[src/rtl/gpio3_pkg.sv]
package gpio3_pkg;
  localparam int ADDR_W = 2;
  typedef logic [ADDR_W-1:0] addr_t;
  localparam addr_t A_PORT = 2'd0;
  localparam addr_t A_LAT  = 2'd1;
  localparam addr_t A_DIR  = 2'd2;
  // direction/status register bit positions
  localparam int B_PSP = 4;
  localparam int B_OVF = 5;
  localparam int B_OBF = 6;
  localparam int B_IBF = 7;
endpackage

[src/rtl/gpio3_sync.sv]
module gpio3_sync #(
  parameter int W = 3
) (
  input  logic         clk,
  input  logic         rst,
  input  logic [W-1:0] din,
  output logic [W-1:0] dout
);
  logic [W-1:0] s1_q, s2_q;

  always_ff @(posedge clk) begin
    if (rst) begin
      s1_q <= '0;
      s2_q <= '0;
    end else begin
      s1_q <= din;
      s2_q <= s1_q;
    end
  end

  assign dout = s2_q;
endmodule

[src/rtl/gpio3_regs.sv]
module gpio3_regs
  import gpio3_pkg::*;
#(
  parameter int PINS = 3,
  parameter int DW   = 8
) (
  input  logic            clk,
  input  logic            rst,
  input  logic            wr_en,
  input  addr_t           addr,
  input  logic [DW-1:0]   wdata,
  input  logic            ibf_set,
  input  logic            ibf_clr,
  input  logic            obf_set,
  input  logic            obf_clr,
  input  logic            ovf_set,
  output logic [PINS-1:0] lat_q,
  output logic [PINS-1:0] dir_q,
  output logic [DW-1:0]   ctl_view
);
  logic psp_q, ovf_q, ibf_q, obf_q;
  logic wr_lat, wr_dir;

  assign wr_lat = wr_en && (addr == A_PORT || addr == A_LAT);
  assign wr_dir = wr_en && (addr == A_DIR);

  always_ff @(posedge clk) begin
    if (rst) begin
      lat_q <= '0;
      dir_q <= '1;
      psp_q <= 1'b0;
      ovf_q <= 1'b0;
      ibf_q <= 1'b0;
      obf_q <= 1'b0;
    end else begin
      if (wr_lat) lat_q <= wdata[PINS-1:0];
      if (wr_dir) begin
        dir_q <= wdata[PINS-1:0];
        psp_q <= wdata[B_PSP];
      end
      if (ovf_set)     ovf_q <= 1'b1;
      else if (wr_dir) ovf_q <= wdata[B_OVF];
      if (ibf_set)      ibf_q <= 1'b1;
      else if (ibf_clr) ibf_q <= 1'b0;
      if (obf_set)      obf_q <= 1'b1;
      else if (obf_clr) obf_q <= 1'b0;
    end
  end

  always_comb begin
    ctl_view            = '0;
    ctl_view[PINS-1:0]  = dir_q;
    ctl_view[B_PSP]     = psp_q;
    ctl_view[B_OVF]     = ovf_q;
    ctl_view[B_OBF]     = obf_q;
    ctl_view[B_IBF]     = ibf_q;
  end


  lat_wr_chk: assert property (@(posedge clk) disable iff (rst)
    (wr_en && addr == A_LAT) |=> (lat_q == $past(wdata[PINS-1:0])));


  sts_hold_chk: assert property (@(posedge clk) disable iff (rst)
    (wr_dir && !ibf_set && !ibf_clr && !obf_set && !obf_clr)
      |=> (ibf_q == $past(ibf_q) && obf_q == $past(obf_q)));


  ibf_set_chk: assert property (@(posedge clk) disable iff (rst)
    ibf_set |=> ibf_q);


  ovf_set_chk: assert property (@(posedge clk) disable iff (rst)
    ovf_set |=> ovf_q);
endmodule

[src/rtl/gpio3_rdmux.sv]
module gpio3_rdmux
  import gpio3_pkg::*;
#(
  parameter int PINS = 3,
  parameter int DW   = 8
) (
  input  logic            clk,
  input  logic            rst,
  input  addr_t           addr,
  input  logic [PINS-1:0] lat,
  input  logic [PINS-1:0] pins,
  input  logic [PINS-1:0] analog,
  input  logic [DW-1:0]   ctl_view,
  output logic [DW-1:0]   rdata
);
  logic [DW-1:0] rd_next;

  always_comb begin
    rd_next = '0;
    case (addr)
      A_PORT:  rd_next[PINS-1:0] = pins & ~analog;
      A_LAT:   rd_next[PINS-1:0] = lat;
      A_DIR:   rd_next = ctl_view;
      default: rd_next = '0;
    endcase
  end

  always_ff @(posedge clk) begin
    if (rst) rdata <= '0;
    else     rdata <= rd_next;
  end


  analog_zero_chk: assert property (@(posedge clk) disable iff (rst)
    (addr == A_PORT) |=> ((rdata[PINS-1:0] & $past(analog)) == '0));
endmodule

[src/rtl/gpio3_port_ctrl.sv]
module gpio3_port_ctrl
  import gpio3_pkg::*;
#(
  parameter int PINS = 3,
  parameter int DW   = 8
) (
  input  logic            clk,
  input  logic            rst,
  input  logic [1:0]      addr,
  input  logic [DW-1:0]   wdata,
  input  logic            wr_en,
  output logic [DW-1:0]   rdata,
  input  logic [PINS-1:0] analog_cfg,
  input  logic [PINS-1:0] pad_in,
  output logic [PINS-1:0] pad_oe,
  output logic [PINS-1:0] pad_out,
  input  logic            ibf_set,
  input  logic            ibf_clr,
  input  logic            obf_set,
  input  logic            obf_clr,
  input  logic            ovf_set
);
  logic [PINS-1:0] lat_q, dir_q, pin_s;
  logic [DW-1:0]   ctl_view;

  gpio3_sync #(.W(PINS)) u_sync (
    .clk(clk), .rst(rst), .din(pad_in), .dout(pin_s)
  );

  gpio3_regs #(.PINS(PINS), .DW(DW)) u_regs (
    .clk(clk), .rst(rst), .wr_en(wr_en), .addr(addr), .wdata(wdata),
    .ibf_set(ibf_set), .ibf_clr(ibf_clr), .obf_set(obf_set),
    .obf_clr(obf_clr), .ovf_set(ovf_set),
    .lat_q(lat_q), .dir_q(dir_q), .ctl_view(ctl_view)
  );

  gpio3_rdmux #(.PINS(PINS), .DW(DW)) u_rd (
    .clk(clk), .rst(rst), .addr(addr), .lat(lat_q), .pins(pin_s),
    .analog(analog_cfg), .ctl_view(ctl_view), .rdata(rdata)
  );

  assign pad_oe  = ~dir_q;
  assign pad_out = lat_q;
endmodule

[config.mk]
export PLATFORM = sky130hd
export DESIGN_NAME = gpio3_port_ctrl
export DESIGN_NICKNAME = d
export VERILOG_FILES = /design/src/rtl/gpio3_pkg.sv /design/src/rtl/gpio3_sync.sv /design/src/rtl/gpio3_regs.sv /design/src/rtl/gpio3_rdmux.sv /design/src/rtl/gpio3_port_ctrl.sv
export SDC_FILE = /design/constraint.sdc
export NUM_CORES = 1
export LEC_CHECK = 0
export ABC_AREA = 1
export BUFFER_PORTS_ARGS = -buffer_cell sky130_fd_sc_hd__buf_4
export CORE_AREA = 10 10 55 57
export CTS_CLUSTER_DIAMETER = 60
export DETAILED_ROUTE_END_ITERATION = 12
export DIE_AREA = 0 0 65 67
export GPL_ROUTABILITY_DRIVEN = 1
export GPL_TIMING_DRIVEN = 0
export PLACE_DENSITY = 0.76
export SLEW_MARGIN = 20
export SYNTH_ARGS = -nofsm -noshare
export SYNTH_HDL_FRONTEND = slang
export SYNTH_SLANG_ARGS = --single-unit
export TNS_END_PERCENT = 50
[constraint.sdc]
create_clock -name clk -period 0.9 [get_ports clk]
set_clock_uncertainty 0.05 [all_clocks]
set_input_delay 0.045 -clock clk [delete_from_list [all_inputs] [get_ports clk]]
set_output_delay 0.045 -clock clk [all_outputs]
set_load 0.05 [all_outputs]
==> impl_metrics.py <==
metrics = {
    "status": {
        "failed_checks": "setup timing",
        "status": "complete, but fails checks",
    },
    "floorplanning": {
        "die_height_um": 67,
        "num_io_pins": 38,
        "dieWidth_um": 65,
        "dieArea_um2": 4360,
        "start_util": 0.430,
        "core_um2": 1940,
        "row_count": 16,
    },
    "power_and_ir_drop": {
        "power_density_nw_per_um2": 1420,
        "leakage_uw": 0.000673,
        "vdd_drop_max_mv": 0.885,
    },
    "critical_path": {
        "cp_max_fo": 2,
        "arrival_ns": 0.94,
        "crit_required_ns": 0.81,
        "start_kind": "flip-flop",
        "end_kind": "output port",
        "criticalPathCategory": "flip-flop to output port",
        "rrSetupSlack_ns": -0.03,
    },
    "cts": {
        "cts_tree": "yes",
        "numCtsBuffers": 3,
        "cts-htree-levels": 1,
        "cts_buffer_depth": 2,
        "cts_root_buffer": "clkbuf_4",
        "clk_pin_slew_worst_paths_ns": 0.11,
        "insertion_delay_ns": 0.29,
        "clock-sinks": 23,
    },
    "final_layout": {
        "drive_above_1_share": 0.382,
        "final_cells": 192,
        "nFillCells": 151,
        "area_growth_syn_to_layout_pct": 67.9,
        "diodes": 0,
        "finalNetCount": 190,
    },
    "route": {
        "drt_wl_total_um": 2290,
        "drtIter0Drc": 16,
        "ant_nets": 0,
        "drc": 0,
        "vias": 858,
        "drtPass1Iterations": 4,
        "via_per_inst": 4.47,
        "post_drt_wl_per_cell_um": 11.9,
    },
    "synthesis": {
        "syn-instance-count": 113,
        "syn-mean-instance-area_um2": 7.39,
        "synth_cell_types": 13,
        "yosysSeqAreaShare": 0.552,
        "synthArstFlopShare": 0,
        "synth_edf_count": 0,
        "synth_fp_nets": 137,
        "synth_area_leaders": "dfxtp_1 (55%), nor2_1 (14%), inv_1 (9.0%)",
        "ys_warn_count": 0,
        "netlist_area_um2": 835,
        "synth_top_area_frac": 0.552,
        "ys_ff_latch": 23,
        "netlist_top_cells_count": "nor2_1 (31), dfxtp_1 (23), inv_1 (20)",
        "synth_ff_type": "dfxtp_1",
        "synth.most_common_cell": "nor2_1",
        "yosysTopAreaCell": "dfxtp_1",
    },
    "timing": {
        "hold_violations": 0,
        "final-setup-viol-count": 6,
        "whs_ns": 0.00925,
        "finalMaxSlewViolations": 0,
        "setup_ws_ns": -0.131,
        "min_period_ns": 1.03,
        "rsz0062_at_grt": "true",
        "max_freq_mhz": 970,
        "post-route-period-util": 1.15,
    },
    "grt": {
        "first_global_vias": 892,
        "grt_use_total": 0.104,
        "gr-total-overflow": 0,
        "grt_max_degree": 13,
        "grt_pass1_wl_um": 3640,
        "antenna_found_initial": 0,
    },
    "run": {
        "cap_violations": 0,
    },
    "place": {
        "portBuffers": 33,
        "place_hpwl_um": 1680,
        "place.gp.congestion": 0.765,
        "place_inst": 173,
    },
    "hold_path": {
        "hold_class": "input port to flip-flop",
    },
}
[final timing paths]
check,start,to,cells past startpoint
min,rst,u_regs.dir_q[1]$_SDFFE_PP1P_,3
max,u_regs.dir_q[2]$_SDFFE_PP1P_,pad_oe[2],2
max reg2reg,u_regs.lat_q[0]$_SDFFE_PP0P_,u_rd.rdata[0]$_SDFF_PP0_,5
min reg2reg,u_sync.s1_q[1]$_SDFF_PP0_,u_sync.dout[1]$_SDFF_PP0_,2
[placed cells by master (no fill, tap or decap)]
cell type / instances
a21oi_2: 1
buf_2: 1
buf_4: 22
buf_6: 8
buf_8: 6
clkbuf_1: 1
clkbuf_4: 3
clkinvlp_4: 3
conb_1: 1
dfxtp_1: 10
dfxtp_2: 12
dfxtp_4: 1
dlygate4sd3_1: 13
inv_1: 17
inv_2: 3
nand2_1: 16
nand3_1: 7
nand3_2: 2
nand4_1: 1
nor2_1: 31
o21ai_0: 3
o21ai_1: 2
o21ai_2: 1
[critical path, stage by stage, from the launching register on]
cell and delay [ns]:
dfxtp_2 0.37, clkinvlp_4 0.11, buf_6 0.16
[cell families after synthesis]
| logic type | synth area share |
|---|---|
| AND/OR/NAND/NOR | 0.279 |
| buffers and inverters | 0.118 |
| flip-flops | 0.552 |
| AO/OA/AOI/OAI | 0.0465 |
| other | 0.00449 |
[state kept, by name, indices dropped and copies added (netlist names)]
signal        cells
u_sync.s1_q       3
u_regs.lat_q      3
u_regs.obf_q      1
u_sync.dout       3
u_regs.ovf_q      1
u_regs.ibf_q      1
u_rd.rdata        7
u_regs.psp_q      1
u_regs.dir_q      3
[area by class of cell]
type,count,area (um^2),area share
timing repair buffer,48,468,0.334
tap,27,33.8,0.0241
inverter,23,97.6,0.0696
multi-input combinational,65,284,0.203
buffer,2,12.5,0.00893
sequential,23,479,0.342
clock buffer,4,26.3,0.0188
[what timing repair did]
action	CTS	global route
endpoints found under the setup margin	13	16
hold endpoints to repair	13	0
pin swaps	0	2
setup buffers	2	0
gates resized for setup	20	10
hold buffers	13	0
[power by group]
group	leakage (uW)	internal [uW]	switching, uW	total (uW)
Sequential	0.000193	1070	29.1	1100
Combinational	0.000465	209	234	443
Clock	0.0000150	172	268	440
Total	0.000673	1450	531	1980
[per-stage QoR]
step                      setup WS (ns)  setup TNS (ns)  power (uW)  instance area, um^2   util
after floorplan                 -0.0795          -0.239        1320                  853      -
after global placement            0.106               0        1460                 1130  0.584
after detailed placement         0.0911               0        1470                 1130  0.584
after CTS                        -0.120          -0.386        1990                 1370  0.707
after global routing             -0.176          -0.800        2080                 1400  0.722
final                            -0.131          -0.420        1980                 1400  0.722
[routing by layer]
layer / global-route usage / routed length [um]
met4: 0.0588 / 66
met1: 0.0908 / 777
met3: 0.0268 / 130
met2: 0.211 / 1320
met5: 0 / 0
(Power assumes the default switching activity.)
